[src/rtl/nic_pkg.sv]
package nic_pkg;

  // Strobes handed from the control module to the datapath each cycle.
  typedef struct packed {
    logic latchEn;     // merge requests into the waiting register
    logic dispatchEn;  // mark the best eligible level in service
    logic retireEn;    // retire the innermost in-service level
  } nicStrobes_t;

endpackage

[src/rtl/nic_prio_enc.sv]
// Finds the highest set bit of a vector.
module nic_prio_enc #(
  parameter int W     = 8,
  parameter int IDX_W = (W > 1) ? $clog2(W) : 1
) (
  input  logic [W-1:0]     vec,
  output logic             found,
  output logic [IDX_W-1:0] idx
);

  always_comb begin
    found = 1'b0;
    idx   = '0;
    for (int i = 0; i < W; i++) begin
      if (vec[i]) begin
        found = 1'b1;
        idx   = IDX_W'(i);
      end
    end
  end

endmodule

[src/rtl/nic_control.sv]
// Turns slot timing, enable and return inputs into datapath strobes.
module nic_control
  import nic_pkg::*;
#(
  parameter int NUM_LEVELS = 8,
  parameter int LVL_W      = $clog2(NUM_LEVELS)
) (
  input  logic [NUM_LEVELS-1:0] hwReq,
  input  logic                  swReq,
  input  logic [LVL_W-1:0]      swLevel,
  input  logic                  slotStrobe,
  input  logic                  ioSlot,
  input  logic                  globalEnable,
  input  logic                  retPulse,
  input  logic                  eligibleAny,
  output logic [NUM_LEVELS-1:0] reqVec,
  output nicStrobes_t           strobes
);

  logic [NUM_LEVELS-1:0] swOneHot;

  always_comb begin
    swOneHot = '0;
    if (swReq) swOneHot = NUM_LEVELS'(1) << swLevel;
  end

  assign reqVec = hwReq | swOneHot;

  always_comb begin
    strobes.latchEn    = slotStrobe && !ioSlot;
    strobes.dispatchEn = slotStrobe && globalEnable && eligibleAny;
    strobes.retireEn   = retPulse;
  end

endmodule

[src/rtl/nic_datapath.sv]
// Waiting and in-service registers, eligibility logic, vector generation.
module nic_datapath
  import nic_pkg::*;
#(
  parameter int                 NUM_LEVELS = 8,
  parameter int                 LVL_W      = $clog2(NUM_LEVELS),
  parameter int                 ADDR_W     = 12,
  parameter int                 SLOT_SHIFT = 3,
  parameter logic [ADDR_W-1:0]  VEC_BASE   = 12'h100
) (
  input  logic                  clk,
  input  logic                  rst_n,
  input  nicStrobes_t           strobes,
  input  logic [NUM_LEVELS-1:0] reqVec,
  output logic                  eligibleAny,
  output logic [NUM_LEVELS-1:0] waitingQ,
  output logic [NUM_LEVELS-1:0] inServiceQ,
  output logic                  ackPulseQ,
  output logic [LVL_W-1:0]      ackLevelQ,
  output logic [ADDR_W-1:0]     ackVectorQ
);

  logic [NUM_LEVELS-1:0] aboveAll;
  logic [NUM_LEVELS-1:0] eligible;
  logic [NUM_LEVELS-1:0] clrMask;
  logic [NUM_LEVELS-1:0] setMask;
  logic [NUM_LEVELS-1:0] waitingN;
  logic [NUM_LEVELS-1:0] inServiceN;
  logic                  topFound;
  logic [LVL_W-1:0]      topIdx;
  logic [LVL_W-1:0]      selIdx;

  // A level may nest only above every level currently in service.
  for (genvar g = 0; g < NUM_LEVELS; g++) begin : g_above
    assign aboveAll[g] = ~|inServiceQ[NUM_LEVELS-1:g];
  end

  assign eligible = waitingQ & ~inServiceQ & aboveAll;

  nic_prio_enc #(.W(NUM_LEVELS), .IDX_W(LVL_W)) u_selEnc (
    .vec   (eligible),
    .found (eligibleAny),
    .idx   (selIdx)
  );

  nic_prio_enc #(.W(NUM_LEVELS), .IDX_W(LVL_W)) u_topEnc (
    .vec   (inServiceQ),
    .found (topFound),
    .idx   (topIdx)
  );

  always_comb begin
    clrMask = '0;
    setMask = '0;
    if (strobes.retireEn && topFound) clrMask = NUM_LEVELS'(1) << topIdx;
    if (strobes.dispatchEn)           setMask = NUM_LEVELS'(1) << selIdx;
    // Requests merge into the register as it stood before the retire,
    // so a request for the level being retired is absorbed and lost.
    waitingN   = (waitingQ | (strobes.latchEn ? reqVec : '0)) & ~clrMask;
    inServiceN = (inServiceQ & ~clrMask) | setMask;
  end

  always_ff @(posedge clk or negedge rst_n) begin
    if (!rst_n) begin
      waitingQ   <= '0;
      inServiceQ <= '0;
      ackPulseQ  <= 1'b0;
      ackLevelQ  <= '0;
      ackVectorQ <= '0;
    end else begin
      waitingQ   <= waitingN;
      inServiceQ <= inServiceN;
      ackPulseQ  <= strobes.dispatchEn;
      if (strobes.dispatchEn) begin
        ackLevelQ  <= selIdx;
        ackVectorQ <= VEC_BASE + (ADDR_W'(selIdx) << SLOT_SHIFT);
      end
    end
  end

endmodule

[src/rtl/nested_irq_ctrl.sv]
// Thin top: control strobes drive the register datapath.
module nested_irq_ctrl
  import nic_pkg::*;
#(
  parameter int                 NUM_LEVELS = 8,
  parameter int                 LVL_W      = $clog2(NUM_LEVELS),
  parameter int                 ADDR_W     = 12,
  parameter int                 SLOT_SHIFT = 3,
  parameter logic [ADDR_W-1:0]  VEC_BASE   = 12'h100
) (
  input  logic                  clk,
  input  logic                  rst_n,
  input  logic [NUM_LEVELS-1:0] hwReq,
  input  logic                  swReq,
  input  logic [LVL_W-1:0]      swLevel,
  input  logic                  slotStrobe,
  input  logic                  ioSlot,
  input  logic                  globalEnable,
  input  logic                  retPulse,
  output logic                  cpuIrq,
  output logic                  ackPulse,
  output logic [LVL_W-1:0]      ackLevel,
  output logic [ADDR_W-1:0]     ackVector,
  output logic [NUM_LEVELS-1:0] waitingBits,
  output logic [NUM_LEVELS-1:0] inServiceBits
);

  nicStrobes_t           strobes;
  logic [NUM_LEVELS-1:0] reqVec;
  logic                  eligibleAny;

  nic_control #(.NUM_LEVELS(NUM_LEVELS), .LVL_W(LVL_W)) u_ctrl (
    .hwReq        (hwReq),
    .swReq        (swReq),
    .swLevel      (swLevel),
    .slotStrobe   (slotStrobe),
    .ioSlot       (ioSlot),
    .globalEnable (globalEnable),
    .retPulse     (retPulse),
    .eligibleAny  (eligibleAny),
    .reqVec       (reqVec),
    .strobes      (strobes)
  );

  nic_datapath #(
    .NUM_LEVELS (NUM_LEVELS),
    .LVL_W      (LVL_W),
    .ADDR_W     (ADDR_W),
    .SLOT_SHIFT (SLOT_SHIFT),
    .VEC_BASE   (VEC_BASE)
  ) u_dp (
    .clk         (clk),
    .rst_n       (rst_n),
    .strobes     (strobes),
    .reqVec      (reqVec),
    .eligibleAny (eligibleAny),
    .waitingQ    (waitingBits),
    .inServiceQ  (inServiceBits),
    .ackPulseQ   (ackPulse),
    .ackLevelQ   (ackLevel),
    .ackVectorQ  (ackVector)
  );

  assign cpuIrq = eligibleAny;

endmodule

[config.mk]
export PLATFORM = sky130hd
export DESIGN_NAME = nested_irq_ctrl
export DESIGN_NICKNAME = d
export VERILOG_FILES = /design/src/rtl/nic_pkg.sv /design/src/rtl/nic_prio_enc.sv /design/src/rtl/nic_control.sv /design/src/rtl/nic_datapath.sv /design/src/rtl/nested_irq_ctrl.sv
export SDC_FILE = /design/constraint.sdc
export NUM_CORES = 1
export LEC_CHECK = 0
export BUFFER_PORTS_ARGS = -buffer_cell sky130_fd_sc_hd__clkbuf_2
export CAP_MARGIN = 20
export CORE_MARGIN = 2
export CORE_UTILIZATION = 43
export DETAILED_ROUTE_END_ITERATION = 10
export GPL_TIMING_DRIVEN = 0
export PLACE_DENSITY = 0.76
export SYNTH_ARGS = -nofsm -noshare
export SYNTH_HDL_FRONTEND = slang
export SYNTH_SLANG_ARGS = --single-unit
export TNS_END_PERCENT = 30
[constraint.sdc]
create_clock -name clk -period 2 [get_ports clk]
set_input_delay 0 -clock clk [delete_from_list [all_inputs] [get_ports clk]]
set_output_delay 0 -clock clk [all_outputs]
set_load 0.1 [all_outputs]
==> metrics.txt, run 1 <==
outcome=complete, but fails checks; failing checks=setup timing; EDFF count, synth=0; vias per cell=~5.4; GRT overflow=0; main area contributors after synthesis=dfrtp_1, buf_4, a21oi_1; initial core utilization=0.4539; area delta synth->final=30.82%; WP data required=2.24 ns; FF-to-FF path depth=4; WL final=3.167 mm; Setup Skew=roughly 0.0048 ns; largest family of logic cells by synthesized area=compound AO/OA/AOI/OAI gates; Synth Area in Adders=0; crit path capture type=flop; most frequent cells in the layout=clkbuf_2, buf_4, dfrtp_1; RSZ-0062 raised after global routing=yes; Port Buf Inserts=41; worst r2r dst=u_dp.inServiceQ[0]; Syn Inst Count=138; Post-Synth Simple-Gate Area=0.1962; Hold Violations, Final=0; sequential fraction of the synthesis area=0.4163; largest area contributor in the netlist=dfrtp_1; GP Congestion=0.8978; die area=3385 sq um; Initial DRC Count=30; worst setup margin=-0.1174 ns; Routed WL per cell=14.01 microns; Top FF cell, synth=dfrtp_1; relative slew slack=0.6388; most common cell after layout, fill and taps aside=clkbuf_2; Post-synth ARST share=1.000; uppermost layer routed=met4; DRT antenna net count=0; fin crit period=2.117 ns; CTS Buf Count=3; largest net degree at the start of global routing=22; fraction of the cycle the final worst path needs=1.059; Clock Latency Late Sink=0.30 ns; first-pass GRT wire length=between 5 and 6 mm; Worst Setup Start Kind=flop; placed instance area=~1600 sq um; core area=2781 sq um; post-synthesis mux area share=0.01784; vias in the first global route=approximately 1,200; Peak Freq=about 470 MHz; Clock Pin Slew Worst Setup and Hold Paths=0.11 ns; kind of critical path=flop to flop; share of layout cells above drive strength 1=0.4359; flop2flop setup slack=-0.12 ns; Slew Viols, Final=0; Synth Area in Compound Gates=0.2557; Sink Count=21; CP max FO=2; hold path endpoint=u_dp.inServiceQ[5]; H-tree Lvls=1; final setup fails=8; share of the synthesized area in the top cell type=0.4163; ant diodes=0; Placement Setup Slack=-0.2401 ns; Seq cells post-synth=21; IO Pins=51; Die Span X=58.19 microns; CTS max path bufs=2; row cnt=19; total of max-cap violations=0; synthesized area=1262 sq um; Hold Startpoint=slotStrobe; post-synthesis xor/xnor area fraction=0; syn avg cell area=9.148 sq um; met3 WL post-DR=168 microns; Min-Delay Path Depth=3; total routed wire length on the met1 layer=1.388 mm; Critical Path AT=2.35 ns; CTS tree=built; root buf cell=clkbuf_4; post-DP HPWL=approximately 2.4 mm; die height=58.19 microns; via count of the routed design=1,227; residual DRC count=0; final instance area=roughly 1700 sq um; HP Class=primary input to flop; Worst Max-Slew Pin Slew=0.5441 ns; R2R Path Start=u_dp.inServiceQ[5]; Yosys warnings=0; drt first pass iters=4; WHS=0.02147 ns; WL met2=between 1.5 and 2 mm; synth unique cells=43; nets@finish=214; initial antenna violation count=0; aggregate global-route resource usage=0.1988
## state kept, by name, indices dropped and copies added, names as in the netlist
register	flops
u_dp.ackLevelQ	2
u_dp.ackPulseQ	1
u_dp.ackVectorQ	2
u_dp.inServiceQ	8
u_dp.waitingQ	8
## repair_timing
action / CTS / global route
hold buffers: 1 / 0
resized for setup: 6 / 4
pin swaps: 4 / 5
setup endpoints to repair: 11 / 14
setup buffers: 6 / 0
hold endpoints to repair: 21 / 0
## critical path: stages (launching register included)
cell and delay, ns:
dfrtp_4 0.49, or4_4 0.55, or3_4 0.35, or4b_4 0.51
o2bb2ai_2 0.15
## how the worst max path moves through the flow
stage,start,endpoint,slack (ns),cells after the start
finish,u_dp.inServiceQ[5],u_dp.inServiceQ[0],-0.12,4
global route,u_dp.inServiceQ[5],u_dp.inServiceQ[0],-0.15,4
CTS,u_dp.inServiceQ[6],u_dp.inServiceQ[0],-0.17,4
detailed placement,u_dp.inServiceQ[7],u_dp.inServiceQ[0],-0.24,5
global placement,u_dp.inServiceQ[7],u_dp.inServiceQ[1],-0.25,5
floorplan,u_dp.inServiceQ[7],u_dp.inServiceQ[0],-0.36,5
## synth_stat cells, drive strengths merged (2+ instances only)
| master | instances |
|---|---|
| o31ai | 3 |
| a21oi | 12 |
| nand3 | 3 |
| mux2 | 2 |
| nor2 | 8 |
| nand2 | 7 |
| o21ai | 9 |
| o2bb2ai | 2 |
| o22ai | 3 |
| or3 | 2 |
| nor2b | 5 |
| inv | 7 |
| dfrtp | 21 |
| nor3 | 6 |
| buf | 14 |
| o21bai | 6 |
| nand2b | 6 |
| clkbuf | 2 |
| a31oi | 3 |
## cells by family after synthesis
kind of cell    Yosys count
flops                    21
mux                       2
buf+inv                  23
compound gates           47
simple gates             44
other cells               1
## area by class of cell
class / instances / area [sq um]
fill: 252 / 1130
multi-input combinational: 101 / 658.1
sequential: 21 / 544.3
timing repair buffer: 48 / 262.8
buffer: 14 / 95.09
tap: 31 / 38.79
clock buffer: 4 / 26.28
inverter: 7 / 26.28
## metrics by stage
stage               cells    util  setup TNS, ns
floorplan             145       -         -1.838
global placement      217  0.5592        -0.8561
detailed placement    217  0.5592         -1.168
CTS                   226  0.5884        -0.8866
global route          226  0.5938        -0.9162
finish                226  0.5938        -0.5957
## metal layers
| metal | track usage | vias to the layer above |
|---|---|---|
| met5 | 0 | - |
| met4 | 0.05316 | 0 |
| met3 | 0.02009 | 5 |
| met2 | 0.3377 | 38 |
| met1 | 0.2709 | 586 |
| li1 | - | 598 |
Power of run 1 is left out: the tool's default activity adds up to more than one toggle a clock period on the data nets, which glitch-free logic cannot reach.
==> run 2, diff against run 1 <==
--- a/config.mk
+++ b/config.mk
@@ -9,8 +9,10 @@
 export CAP_MARGIN = 20
 export CORE_MARGIN = 2
 export CORE_UTILIZATION = 43
+export CTS_BUF_LIST = sky130_fd_sc_hd__clkbuf_8
 export DETAILED_ROUTE_END_ITERATION = 10
 export GPL_TIMING_DRIVEN = 0
+export MAX_ROUTING_LAYER = met4
 export PLACE_DENSITY = 0.76
 export SYNTH_ARGS = -nofsm -noshare
 export SYNTH_HDL_FRONTEND = slang
==> metrics.txt, run 2 (synthesis results as in run 1) <==
fin crit period=about 2.1 ns; residual DRC count=0; aggregate global-route resource usage=0.2097; Critical Path AT=2.29 ns; Port Buf Inserts=41; die height=about 58 microns; H-tree Lvls=1; Min-Delay Path Depth=3; most common cell after layout, fill and taps aside=clkbuf_2; root buf cell=clkbuf_8; ant diodes=0; DRT antenna net count=0; CTS Buf Count=3; WHS=0.07826 ns; kind of critical path=flop to flop; Peak Freq=475.6 MHz; CP max FO=3; failing checks=setup timing; core area=2781 sq um; post-DP HPWL=between 2 and 2.5 mm; post-layout util=0.6005; Setup Skew=0.001373 ns; largest net degree at the start of global routing=22; biggest regs=u_dp.inServiceQ (8), u_dp.waitingQ (8); CTS tree=built; Worst Setup Start Kind=flop; vias per cell=about 5.5; FF-to-FF path depth=4; GRT overflow=0; IO Pins=between 50 and 60; drt first pass iters=4; worst setup margin=-0.1027 ns; outcome=complete, but fails checks; die area=3385 sq um; RSZ-0062 raised after global routing=yes; HP Class=primary input to flop; area delta synth->final=32.31%; CTS max path bufs=2; fraction of the cycle the final worst path needs=1.051; WP data required=2.19 ns; nets@finish=213; vias in the first global route=1,182; Sink Count=21; initial core utilization=0.4539; relative slew slack=0.6379; first-pass GRT wire length=5.319 mm; total of max-cap violations=0; Routed WL per cell=14.34 microns; row cnt=19; Initial DRC Count=30; crit path capture type=flop; via count of the routed design=1,247; Slew Viols, Final=0; Worst Max-Slew Pin Slew=0.5364 ns; share of layout cells above drive strength 1=0.4433; Clock Latency Late Sink=0.26 ns; final setup fails=6; GP Congestion=0.8993; Die Span X=58.19 microns; initial antenna violation count=0; Hold Violations, Final=0; WL final=3.226 mm; most frequent cells in the layout=clkbuf_2, buf_4, dfrtp_1; Clock Pin Slew Worst Setup and Hold Paths=0.07 ns
[run 2: final timing paths]
kind / from / to / slack, ns
setup / recovery: u_dp.inServiceQ[6] / u_dp.inServiceQ[1] / -0.10
hold / removal: hwReq[2] / u_dp.waitingQ[2] / 0.08
setup reg to reg: u_dp.inServiceQ[6] / u_dp.inServiceQ[1] / -0.10
hold reg to reg: u_dp.ackVectorQ[8] / u_dp.ackVectorQ[8] / 0.48
max in group asynchronous: rst_n / u_dp.inServiceQ[7] / 1.35
min in group asynchronous: rst_n / u_dp.waitingQ[7] / 0.25
[run 2: routing by layer]
layer / wire, microns / part of all wire / vias to the layer above / global-route usage
li1: - / - / 599 / -
met1: 1378 / 0.43 / 589 / 0.2807
met2: 1620 / 0.50 / 54 / 0.3312
met3: 194 / 0.060 / 5 / 0.02902
met4: 33 / 0.010 / 0 / 0.06312
met5: 0 / 0 / - / -
[run 2: metrics by stage]
step	instance area, sq um	setup slack [ns]	std cells	TNS (ns)
6_report	1670	-0.1027	225	-0.3451
3_3_place_gp	1555	-0.2488	217	-0.8806
4_1_cts	1633	-0.1391	224	-0.3917
5_1_grt	1670	-0.1278	225	-0.8967
2_1_floorplan	1311	-0.3627	145	-1.838
3_5_place_dp	1555	-0.2419	217	-1.060
[run 2: cell type report]
class	instances	area, sq um
fillers	251	1111
multi-input cells	101	661.9
flip-flops and latches	21	544.3
repair buffers	47	259.0
plain buffers	14	95.09
clock buffers	3	41.29
well taps	31	38.79
inverters	7	26.28
clock inverters	1	3.754
[run 2: timing repair]
action / 4_1_cts / 5_1_grt
setup buffers: 4 / 1
resized for setup: 5 / 7
hold endpoints to repair: 21 / 0
pin swaps: 4 / 3
setup endpoints to repair: 11 / 14
hold buffers: 1 / 0
[run 2: worst max-delay path, stage by stage (launching register included)]
cell and delay, ns:
dfrtp_4 0.48, or4_4 0.55, or3_4 0.35, or4b_4 0.51, o21ai_2 0.14
Power of run 2 is left out for the same reason.
